`config.mk`:
```
export PLATFORM = sky130hd
export DESIGN_NAME = lpm_clk_ctrl
export DESIGN_NICKNAME = d
export VERILOG_FILES = /design/src/rtl/lpm_pkg.sv /design/src/rtl/lpm_rst_sync.sv /design/src/rtl/lpm_mode_store.sv /design/src/rtl/lpm_en_decode.sv /design/src/rtl/lpm_clk_ctrl.sv
export SDC_FILE = /design/constraint.sdc
export NUM_CORES = 1
export LEC_CHECK = 0
export CAP_MARGIN = 20
export CELL_PAD_IN_SITES_DETAIL_PLACEMENT = 1
export CELL_PAD_IN_SITES_GLOBAL_PLACEMENT = 1
export CORE_MARGIN = 5
export CORE_UTILIZATION = 44
export DETAILED_ROUTE_END_ITERATION = 8
export DONT_BUFFER_PORTS = 1
export PLACE_DENSITY_LB_ADDON = 0.1
export SETUP_SLACK_MARGIN = 0.15
export SLEW_MARGIN = 40
export SYNTH_ARGS = -nofsm -noshare
export SYNTH_HDL_FRONTEND = slang
export SYNTH_SLANG_ARGS = --single-unit
```
`constraint.sdc`:
```
create_clock -name clk -period 0.88 [get_ports clk]
set_input_delay 0.176 -clock clk [delete_from_list [all_inputs] [get_ports clk]]
set_output_delay 0.176 -clock clk [all_outputs]
set_load 0.01 [all_outputs]
```
`src/rtl/lpm_pkg.sv`:
```
package lpm_pkg;
  localparam int MODE_W     = 4;
  localparam int BIT_HALT   = 0;
  localparam int BIT_XOFF   = 1;
  localparam int BIT_DCOFF  = 2;
  localparam int BIT_SUBOFF = 3;
  localparam int EN_W       = 6;

  typedef logic [MODE_W-1:0] mode_t;

  typedef struct packed {
    logic cpu;
    logic main;
    logic periph;
    logic aux;
    logic dcgen;
    logic xtal;
  } en_t;

  localparam mode_t MODE_AWAKE = 4'b0000;
  localparam mode_t MODE_LVL0  = 4'b0001;
  localparam mode_t MODE_LVL1  = 4'b0101;
  localparam mode_t MODE_LVL2  = 4'b1001;
  localparam mode_t MODE_LVL3  = 4'b1101;
  localparam mode_t MODE_LVL4  = 4'b1111;

  function automatic en_t mode_decode(mode_t m, logic dco_feeds);
    en_t e;
    e.cpu    = ~m[BIT_HALT];
    e.main   = ~m[BIT_HALT];
    e.periph = ~m[BIT_SUBOFF];
    e.aux    = ~m[BIT_XOFF];
    e.xtal   = ~m[BIT_XOFF];
    e.dcgen  = ~m[BIT_DCOFF] | (dco_feeds & ~m[BIT_SUBOFF]);
    return e;
  endfunction
endpackage

```
`src/rtl/lpm_rst_sync.sv`:
```
module lpm_rst_sync #(
  parameter int STAGES = 2
) (
  input  logic clk,
  input  logic arst_n,
  output logic srst_n
);
  logic [STAGES-1:0] sync_q;

  always_ff @(posedge clk or negedge arst_n) begin
    if (!arst_n) sync_q <= '0;
    else         sync_q <= {sync_q[STAGES-2:0], 1'b1};
  end

  assign srst_n = sync_q[STAGES-1];
endmodule

```
`src/rtl/lpm_mode_store.sv`:
```
module lpm_mode_store
  import lpm_pkg::*;
(
  input  logic  clk,
  input  logic  rst_n,
  input  logic  wr_en,
  input  logic  wr_sel,
  input  mode_t wr_data,
  input  logic  irq_req,
  input  logic  irq_ret,
  output mode_t live_nx,
  output mode_t live_q,
  output logic  busy_q
);
  mode_t save_q, save_nx;
  logic  busy_nx;
  logic  ld_live, ld_save, ld_busy;
  logic  do_ret, do_take, do_wr;

  // next-state
  always_comb begin
    do_ret  = busy_q & irq_ret;
    do_take = ~busy_q & irq_req & ~do_ret;
    do_wr   = wr_en & ~do_ret & ~do_take;
    live_nx = live_q;
    save_nx = save_q;
    busy_nx = busy_q;
    if (do_ret) begin
      live_nx = save_q;
      busy_nx = 1'b0;
    end else if (do_take) begin
      save_nx = live_q;
      live_nx = MODE_AWAKE;
      busy_nx = 1'b1;
    end else if (do_wr) begin
      if (wr_sel) save_nx = wr_data;
      else        live_nx = wr_data;
    end
    ld_live = do_ret | do_take | (do_wr & ~wr_sel);
    ld_save = do_take | (do_wr & wr_sel);
    ld_busy = do_ret | do_take;
  end

  // registers
  always_ff @(posedge clk or negedge rst_n) begin
    if (!rst_n) begin
      live_q <= MODE_AWAKE;
      save_q <= MODE_AWAKE;
      busy_q <= 1'b0;
    end else begin
      if (ld_live) live_q <= live_nx;
      if (ld_save) save_q <= save_nx;
      if (ld_busy) busy_q <= busy_nx;
    end
  end
endmodule

```
`src/rtl/lpm_en_decode.sv`:
```
module lpm_en_decode
  import lpm_pkg::*;
(
  input  logic            clk,
  input  logic            rst_n,
  input  mode_t           mode_nx,
  input  logic            dco_feeds,
  output logic [EN_W-1:0] en_q
);
  en_t             en_nx;
  logic [EN_W-1:0] en_nx_v;

  always_comb begin
    en_nx   = mode_decode(mode_nx, dco_feeds);
    en_nx_v = en_nx;
  end

  for (genvar g = 0; g < EN_W; g++) begin : g_en_reg
    always_ff @(posedge clk or negedge rst_n) begin
      if (!rst_n) en_q[g] <= 1'b1;
      else        en_q[g] <= en_nx_v[g];
    end
  end
endmodule

```
`src/rtl/lpm_clk_ctrl.sv`:
```
module lpm_clk_ctrl
  import lpm_pkg::*;
#(
  parameter int SYNC_STAGES = 2
) (
  input  logic              clk,
  input  logic              rst_n,
  input  logic              wr_en,
  input  logic              wr_sel,
  input  logic [MODE_W-1:0] wr_data,
  input  logic              irq_req,
  input  logic              irq_ret,
  input  logic              dco_feeds_clk,
  output logic              cpu_run,
  output logic              main_clk_en,
  output logic              periph_clk_en,
  output logic              aux_clk_en,
  output logic              dcgen_en,
  output logic              xtal_en,
  output logic [MODE_W-1:0] live_mode,
  output logic              in_isr
);
  logic            rst_sync_n;
  mode_t           live_nx;
  mode_t           live_q;
  logic [EN_W-1:0] en_v;
  en_t             en_s;

  lpm_rst_sync #(.STAGES(SYNC_STAGES)) u_rst (
    .clk    (clk),
    .arst_n (rst_n),
    .srst_n (rst_sync_n)
  );

  lpm_mode_store u_store (
    .clk     (clk),
    .rst_n   (rst_sync_n),
    .wr_en   (wr_en),
    .wr_sel  (wr_sel),
    .wr_data (wr_data),
    .irq_req (irq_req),
    .irq_ret (irq_ret),
    .live_nx (live_nx),
    .live_q  (live_q),
    .busy_q  (in_isr)
  );

  lpm_en_decode u_dec (
    .clk       (clk),
    .rst_n     (rst_sync_n),
    .mode_nx   (live_nx),
    .dco_feeds (dco_feeds_clk),
    .en_q      (en_v)
  );

  assign en_s          = en_v;
  assign cpu_run       = en_s.cpu;
  assign main_clk_en   = en_s.main;
  assign periph_clk_en = en_s.periph;
  assign aux_clk_en    = en_s.aux;
  assign dcgen_en      = en_s.dcgen;
  assign xtal_en       = en_s.xtal;
  assign live_mode     = live_q;
endmodule

```
==> results of run 1 <==
[stage by stage]
| stage | power (mW) | TNS [ns] |
|---|---|---|
| 2_1_floorplan | 1.38 | -2.57 |
| 3_3_place_gp | 1.49 | -1.64 |
| 3_5_place_dp | 1.50 | -2.05 |
| 4_1_cts | 2.10 | -3.81 |
| 5_1_grt | 2.25 | -4.97 |
| 6_report | 2.11 | -3.75 |
[sequential cells by signal, summed over array words and instances (netlist names)]
register        count
u_dec.en_q          4
u_store.live_q      4
u_store.save_q      4
u_rst.sync_q        2
u_store.busy_q      1
[synth_stat cells]
master    count  area, sq um
nand2b_4      1         13.8
nand2_1      13         48.8
mux2i_2       1         13.8
and2b_1       1         7.51
and2_4        1         8.76
buf_6         1         11.3
a31oi_1       4         25.0
o21ai_2       4         35.0
mux2i_1       3         30.0
conb_1        1         3.75
nor2_1        6         22.5
inv_2         1         3.75
nand2b_1      1         6.26
o21ai_4       2         32.5
and2b_2       1         8.76
buf_4         2         15.0
dfstp_2       4          105
dfrtp_1      11          275
inv_1         3         11.3
nand2b_2      1         8.76
[area by class of cell]
type	instances	area, sq um
inverters	4	15.0
clock inverters	1	5.00
clock buffers	3	22.5
flip-flops and latches	15	380
well taps	16	20.0
multi-input cells	40	309
repair buffers	17	154
fillers	166	583
[routing by layer]
metal | track usage, % | share of wire [%]
met1 | 13.9 | 39
met2 | 23.8 | 53
met3 | 7.83 | 5.6
met4 | 10.9 | 2.6
met5 | 0 | 0
[cells by family (layout without fill, tap and decap cells)]
kind of cell           count (synthesis)  after routing  share of synthesized area (%)
AND/OR/NAND/NOR                       25             25                           18.2
multiplexers                           4              4                           6.37
flip-flops                            15             15                           55.4
AO/OA/AOI/OAI                         10             10                           13.5
buffers and inverters                  7             25                           6.01
other                                  1              1                          0.546
[worst paths after layout]
kind	startpoint	to	slack [ns]	cells past startpoint
min in group asynchronous	u_rst.sync_q[1]	u_store.live_q[2]	0.07	0
max in group asynchronous	u_rst.sync_q[1]	u_dec.en_q[4]	0.37	1
worst min register to register	u_rst.sync_q[1]	u_store.live_q[2]	0.07	0
worst min-delay path	wr_data[1]	u_store.save_q[1]	0.01	2
worst max-delay path	u_store.busy_q	u_store.save_q[0]	-0.23	4
worst max register to register	u_store.busy_q	u_store.save_q[0]	-0.23	4
[repair_timing]
action,in CTS,in global routing
buffers inserted,5,1
hold endpoints to repair,4,0
resized for setup,9,6
hold buffers,3,0
pin swaps,0,3
endpoints found under the setup margin,24,24
[power by group]
group | internal (mW) | switching [mW] | total [mW] | leakage [nW]
Clock | 0.170 | 0.246 | 0.415 | 0.0177
Sequential | 0.878 | 0.147 | 1.02 | 0.171
Combinational | 0.356 | 0.311 | 0.667 | 0.234
==> metrics.txt, run 1 <==
Cell Area, Synth=about 690 sq um; Final Hold Viols=0; Die ar.=0.00245 sq mm; Total GRT Usage=roughly 15%; syn_nets=73; Area growth syn-to-layout=31.9%; Starting Density=about 46%; clock buffer depth=2; CP Cell Sequence=and2_4 -> o21ai_4 -> nor2_1 -> a31oi_1; vias in the first global route=approximately 560; Avg Vias per Cell=about 5; Final setup violation count=23; Setup WS post-layout=-0.228 ns; dpl hpwl=roughly 1100 um; period utilization=126%; DRC Markers=0; initial antenna violation count=0; Crit Path Class=register to register; Final #Nets=a little over 90; number of buffers created by CTS=3; WL/cell=around 16 um; gpl congestion=between 0.7 and 0.8; routed via count=~480; Core Footprint=between 0.001 and 0.0015 sq mm; worst-path fanout max=8; H-tree levels=1; IO Count=22; cell family with most CP delay=flip-flops; Cell Count, Final, Fillers Out=96; DP Area=741 sq um; Final ANT Viol Nets=0; Arr. time, crit path=1.33 ns; Reg clk slew, reported paths=around 0.10 ns; Setup crit start kind=register; Clock Skews=0.0154 ns; design area=roughly 910 sq um; Buffers & Inverters on Critical Path=0; CTS tree=done; ratio of cells with drive above 1 in the final layout=~49%; Die Ht=a little under 50 um; clock sink count=15; die width=around 50 um; status=finished, violations left; slowest cell delay on critical path=a little over 0.4 ns; failing checks=negative setup slack; Overflow after GRT=0; VDD IR-drop max=~1.5 mV; DP Worst Slack=-0.239 ns; register area share after synthesis=55.4%; most frequent cells in the layout=11 x nand2_1, 11 x dfrtp_1, 9 x buf_4, 5 x buf_6; worst hold margin=0.0102 ns; Avg Cell Area, Syn=~11 sq um; drt first pass iters=2; starting DRC count in detailed routing=5; post-synthesis register bit count=15; Yosys Warn Count=0; pin count of the biggest net entering global routing=10; Period minus WS final=between 1 and 1.5 ns; RSZ-0062 raised after global routing=true; Cells after Synth=a little over 60; WL final=1530 um; # port buffers=0; Pins Over Slew Limit=0; placed insts=83; crit path capture type=register; Hold/Removal Path Class=input port to register; first-pass GRT wire length=about 2600 um; row count=14; PD cells=roughly 2300 mW/mm^2; Finished Core Util=between 60% and 70%; Max Cap Viol=0; Crit-path slowest cell=dfrtp_1; data required time of the critical path=between 1 and 1.5 ns; Synth cell types=20; Worst-Skew Late Latency=0.30 ns; FMAX=0.903 GHz; Leak=between 0.4 and 0.5 nW; # diodes=0; Root Driver=clkbuf_4
Power figures use the tool's default switching activity.
==> inputs of run 2 (changes only) <==
- ABC_AREA: default -> 1
- CORE_UTILIZATION: 44 -> 43
==> metrics.txt, run 2 <==
Period minus WS final=1.18 ns (was 1.11 ns); Overflow after GRT=0 (unchanged); Fin Setup TNS=-4.81 ns (was -3.75 ns); crit path capture type=register (unchanged); Arr. time, crit path=1.35 ns (was 1.33 ns); pin count of the biggest net entering global routing=14 (was 10); Starting Density=44.7% (was 46.1%); Hold/Removal Path Class=input port to register (unchanged); Avg Cell Area, Syn=9.31 sq um (was 11.1 sq um); top flop regs=u_dec.en_q: 4 flops, u_store.live_q: 4 flops, u_store.save_q: 4 flops (unchanged); Cell Area, Synth=763 sq um (was 687 sq um); worst hold margin=0.0465 ns (was 0.0102 ns); Buffers & Inverters on Critical Path=1 (was 0); Clock Skews=0.00548 ns (was 0.0154 ns); Die Ht=52.1 um (was 49.5 um); Area contributors post-synth=dfrtp_1 36%, dfstp_2 14%, nand2_1 8.4%, o21ai_0 4.6%, nand2_4 4.4% (was dfrtp_1 40%, dfstp_2 15%, nand2_1 7.1%, o21ai_2 5.1%, o21ai_4 4.7%); Setup crit start kind=register (unchanged); worst-path fanout max=6 (was 8); H-tree levels=1 (unchanged); reg-to-reg slack, setup=-0.30 ns (was -0.23 ns); initial antenna violation count=0 (unchanged); first-pass GRT wire length=3520 um (was 2550 um); design area=0.00111 sq mm (was 906 sq um); Final setup violation count=24 (was 23); Crit-path slowest cell=dfrtp_2 (was dfrtp_1); FMAX=0.848 GHz (was 0.903 GHz); post-synthesis async set-or-reset flop share=100% (unchanged); number of buffers created by CTS=3 (unchanged); clock buffer depth=2 (unchanged); DRC Markers=0 (unchanged); Total GRT Usage=18.0% (was 14.8%); syn_nets=93 (was 73); Worst-Skew Late Latency=0.28 ns (was 0.30 ns); starting DRC count in detailed routing=13 (was 5); FF-to-FF End=u_store.save_q[3] (was u_store.save_q[0]); Cells after Synth=82 (was 62); Avg Vias per Cell=4.89 (was 4.98); DP Area=853 sq um (was 741 sq um); Die ar.=0.00272 sq mm (was 0.00245 sq mm); Critical R2R Launch=u_store.busy_q (unchanged); post-synth top area share=36.1% (was 40.1%); Core Footprint=0.00171 sq mm (was 0.00149 sq mm); reg2reg path depth=5 (was 4); VDD IR-drop max=1.26 mV (was 1.50 mV); # diodes=0 (unchanged); Post-synth top cells=17 x nand2_1, 11 x dfrtp_1, 7 x inv_1, 7 x o21ai_0, 5 x nor2_1 (was 13 x nand2_1, 11 x dfrtp_1, 6 x nor2_1); total power=2.20 mW (was 2.11 mW); ratio of cells with drive above 1 in the final layout=56.6% (was 48.8%); Area growth syn-to-layout=45.6% (was 31.9%); period utilization=134% (was 126%); clock sink count=15 (unchanged); Leak=0.531 nW (was 0.423 nW); CP Cell Sequence=buf_6 -> nor2_4 -> nand2_1 -> o21ai_0 -> a21oi_1 (was and2_4 -> o21ai_4 -> nor2_1 -> a31oi_1); Pins Over Slew Limit=0 (unchanged); WL/cell=16.8 um (was 15.9 um); area leader, netlist=dfrtp_1 (unchanged); die width=52.1 um (was 49.5 um); hold_sp=irq_req (was wr_data[1]); Reg clk slew, reported paths=0.10 ns (about the same); Yosys Warn Count=0 (unchanged); Final Hold Viols=0 (unchanged); status=finished, violations left (unchanged); Setup WS post-layout=-0.300 ns (was -0.228 ns); row count=15 (was 14); Synth cell types=21 (was 20); CTS tree=done (unchanged); commonest non-fill, non-tap cell in the layout=nand2_1; Hold Path End=u_store.busy_q (was u_store.save_q[1]); drt first pass iters=4 (was 2); Post-synth EDFFs=0 (unchanged); cell family with most CP delay=flip-flops (unchanged); data required time of the critical path=1.05 ns (was 1.11 ns); Max Cap Viol=0 (unchanged); Final #Nets=118 (was 92); gpl congestion=0.721 (was 0.707); vias in the first global route=713 (was 563); PD cells=1980 mW/mm^2 (was 2330 mW/mm^2); WL final=2210 um (was 1530 um); post-synthesis register bit count=15 (unchanged); most frequent cells in the layout=12 x nand2_1, 10 x buf_6, 10 x dfrtp_1 (was 11 x nand2_1, 11 x dfrtp_1, 9 x buf_4, 5 x buf_6); IO Count=22 (unchanged); top-count cell post-synth=nand2_1 (unchanged); RSZ-0062 raised after global routing=true (unchanged); routed via count=641 (was 478); register area share after synthesis=49.8% (was 55.4%); Root Driver=clkbuf_4 (unchanged); Final ANT Viol Nets=0 (unchanged); Post-synth top flop=dfrtp_1 (unchanged); # port buffers=0 (unchanged); slowest cell delay on critical path=0.45 ns (was 0.41 ns); Crit Path Class=register to register (unchanged); Hold Path Depth=2 (unchanged); dpl hpwl=1240 um (was 1080 um); failing checks=negative setup slack (unchanged)
run 2: changes by cell type after synthesis, sizes merged, moves of 4 or more:
cell	change
a31oi	-4
inv	+7
mux2i	-4
nand2	+10
nand3	+5
o21ai	+4
run 2: final cells by class:
cell class | count | area (sq um)
clock buffer | 3 | 22.5
clock inverter | 1 | 5.00
fill | 185 | 597
inverter | 12 | 66.3
multi-input combinational | 54 | 389
sequential | 15 | 382
tap | 25 | 31.3
timing repair buffer | 21 | 215
run 2: kinds of logic (layout without fill, tap and decap cells):
family,after synthesis,count (layout),synth area share [%]
and+or+nand+nor,39,40,29.0
DFF,15,15,49.8
buffers and inverters,14,37,9.67
AOI/OAI and AO/OA,13,13,11.0
other,1,1,0.491
run 2: per-stage QoR:
| step | setup WS (ns) | instances | utilization (%) |
|---|---|---|---|
| after floorplan | -0.166 | 82 | - |
| after global placement | -0.232 | 114 | 50.0 |
| after detailed placement | -0.269 | 114 | 50.0 |
| after CTS | -0.293 | 130 | 62.6 |
| after global routing | -0.369 | 131 | 65.1 |
| final | -0.300 | 131 | 65.1 |
run 2: report_power, final:
group | leakage, nW | internal, mW | total (mW) | switching (mW)
logic | 0.339 | 0.387 | 0.813 | 0.426
registers | 0.174 | 0.857 | 0.974 | 0.117
clock network | 0.0177 | 0.169 | 0.411 | 0.243
total | 0.531 | 1.41 | 2.20 | 0.786
run 2: timing repair:
item / CTS / global route
hold buffers: 3 / 0
cloned: 1 / 0
gates resized for setup: 20 / 12
buffers inserted: 8 / 1
endpoints found under the hold margin: 4 / 0
pin swaps: 8 / 7
setup endpoints to repair: 24 / 24
run 2: layer usage:
metal	GRT usage (%)	part of all wire [%]	wire length (um)	up-vias
met5	0	0	0	-
met4	2.98	0	0	0
met3	4.01	3.4	76	0
met2	36.0	59	1300	9
met1	18.9	38	827	328
li1	-	-	-	304
run 2: worst max-delay path by stage:
stage,from,to,depth (start not counted)
floorplan,u_store.busy_q,u_store.save_q[0],5
global placement,u_store.busy_q,u_store.save_q[0],5
detailed placement,u_store.busy_q,u_store.save_q[0],5
CTS,u_store.busy_q,u_store.save_q[3],6
global route,u_store.busy_q,u_store.save_q[3],5
finish,u_store.busy_q,u_store.save_q[3],5
==> inputs of run 3 (changes only) <==
- CORE_UTILIZATION: 43 -> 47
- CTS_BUF_LIST: default -> sky130_fd_sc_hd__clkbuf_8
- PLACE_DENSITY_LB_ADDON: 0.1 -> 0.05
==> metrics.txt, run 3 (synthesized netlist as in run 2, its figures left out) <==
data required time of the critical path=1.05 ns (about the same); H-tree levels=1 (unchanged); CTS tree=done (unchanged); IO Count=22 (unchanged); Setup crit start kind=register (unchanged); die width=50.3 um (was 52.1 um); routed via count=571 (was 641); period utilization=135% (was 134%); vias in the first global route=624 (was 713); Root Driver=clkbuf_8 (was clkbuf_4); pin count of the biggest net entering global routing=14 (unchanged); Period minus WS final=1.19 ns (was 1.18 ns); dpl hpwl=1250 um (was 1240 um); Most common cell on crit path=nand2_4; cell family with most CP delay=flip-flops (unchanged); Clock Skews=0.000713 ns (was 0.00548 ns); FMAX=0.841 GHz (was 0.848 GHz); design area=967 sq um (was 0.00111 sq mm); Crit Path Class=register to register (unchanged); Arr. time, crit path=1.36 ns (was 1.35 ns); clock buffer depth=2 (unchanged); Avg Vias per Cell=5.01 (was 4.89); failing checks=negative setup slack (unchanged); Starting Density=50.1% (was 44.7%); Filler Cell Count=181 (was 185); Final ANT Viol Nets=0 (unchanged); Die ar.=0.00253 sq mm (was 0.00272 sq mm); clock sink count=15 (unchanged); Area growth syn-to-layout=26.7% (was 45.6%); initial antenna violation count=0 (unchanged); Final Hold Viols=0 (unchanged); total power=2.15 mW (was 2.20 mW); Worst-Skew Late Latency=0.25 ns (was 0.28 ns); slowest cell delay on critical path=0.46 ns (was 0.45 ns); Die Ht=50.3 um (was 52.1 um); WL final=1730 um (was 2210 um); DP Worst Slack=-0.276 ns (was -0.269 ns); worst-path fanout max=8 (was 6); ratio of cells with drive above 1 in the final layout=49.0% (was 56.6%); starting DRC count in detailed routing=5 (was 13); Buffers & Inverters on Critical Path=0 (was 1); Pins Over Slew Limit=0 (unchanged); drt first pass iters=2 (was 4); Hold/Removal Path Class=input port to register (unchanged); Leak=0.472 nW (was 0.531 nW); Reg clk slew, reported paths=0.06 ns (was 0.10 ns); number of buffers created by CTS=3 (unchanged); first-pass GRT wire length=2850 um (was 3520 um); Setup WS post-layout=-0.309 ns (was -0.300 ns); # port buffers=0 (unchanged); Total GRT Usage=15.1% (was 18.0%); status=finished, violations left (unchanged); commonest non-fill, non-tap cell in the layout=nand2_1 (unchanged); row count=14 (was 15); Final setup violation count=23 (was 24); DP Area=835 sq um (was 853 sq um); DRC Markers=0 (unchanged); Overflow after GRT=0 (unchanged); gpl congestion=0.748 (was 0.721); Max Cap Viol=0 (unchanged); VDD IR-drop max=1.57 mV (was 1.26 mV); Final #Nets=110 (was 118); worst hold margin=0.00855 ns (was 0.0465 ns); RSZ-0062 raised after global routing=true (unchanged); storage element area=382 sq um (unchanged); top flop regs=u_dec.en_q: 4 flops, u_store.live_q: 4 flops, u_store.save_q: 4 flops (unchanged); # diodes=0 (unchanged); WL/cell=15.2 um (was 16.8 um); footprint of the multi-input gates=338 sq um (was 389 sq um); most frequent cells in the layout=14 x nand2_1, 10 x dfrtp_1, 9 x buf_4, 7 x inv_1 (was 12 x nand2_1, 10 x buf_6, 10 x dfrtp_1); crit path capture type=register (unchanged); CP Cell Sequence=nand2_4 -> nand2_4 -> o21ai_4 -> nor2_1 -> a21oi_1 (was buf_6 -> nor2_4 -> nand2_1 -> o21ai_0 -> a21oi_1); Core Footprint=0.00152 sq mm (was 0.00171 sq mm); Crit-path slowest cell=dfrtp_2 (unchanged); PD cells=2220 mW/mm^2 (was 1980 mW/mm^2)
run 3: changes by cell type in the layout (fill, tap and decap cells not counted), moves of 3 or more:
| cell | delta |
|---|---|
| clkbuf_8 | +3 |
| o21ai_1 | -3 |
| clkbuf_4 | -3 |
| o21ai_0 | +3 |
| buf_6 | -6 |
run 3: where the power goes:
part | switching, mW | internal, mW
Clock | 0.251 | 0.313
Sequential | 0.122 | 0.859
Combinational | 0.326 | 0.278
Total | 0.700 | 1.45
run 3: layout make-up:
cell class	instances	area share, %
tap	16	2.07
timing repair buffer	14	12.7
clock buffer	3	4.27
multi-input combinational	53	34.9
inverter	12	6.08
clock inverter	1	0.517
sequential	15	39.5
run 3: repair_timing:
action / 4_1_cts / 5_1_grt
hold buffers: 1 / 0
pin swaps: 1 / 5
endpoints found under the setup margin: 24 / 24
hold endpoints to repair: 2 / 0
gates resized for setup: 8 / 2
buffers inserted: 2 / 3
run 3: worst paths after layout:
check	startpoint	endpoint	slack (ns)	depth (start not counted)
worst max-delay path	u_store.busy_q	u_store.save_q[0]	-0.31	5
worst min-delay path	irq_ret	u_store.busy_q	0.009	1
worst max register to register	u_store.busy_q	u_store.save_q[0]	-0.31	5
worst min register to register	u_rst.sync_q[1]	u_store.live_q[3]	0.17	1
max in group asynchronous	u_rst.sync_q[1]	u_dec.en_q[4]	0.48	1
min in group asynchronous	rst_n	u_rst.sync_q[1]	0.15	1
run 3: per-stage QoR:
step	cells	setup TNS, ns	util [%]
floorplan	82	-1.62	-
global route	114	-5.09	63.5
CTS	111	-3.78	61.2
finish	114	-4.06	63.5
detailed placement	104	-2.44	54.8
global placement	104	-2.20	54.8
run 3: metal layers:
metal / global-route usage, % / wire [um] / up-vias
met4: 5.11 / 12 / 0
met5: 0 / 0 / -
met3: 4.73 / 67 / 2
met1: 16.5 / 640 / 279
met2: 27.4 / 1010 / 7
li1: - / - / 283
run 3: worst register-to-register path: cells and delay by family, from the launching register on:
family | cells | cell delay [ns]
AO/OA/AOI/OAI | 2 | 0.37
AND/OR/NAND/NOR | 3 | 0.29
flip-flops | 1 | 0.46
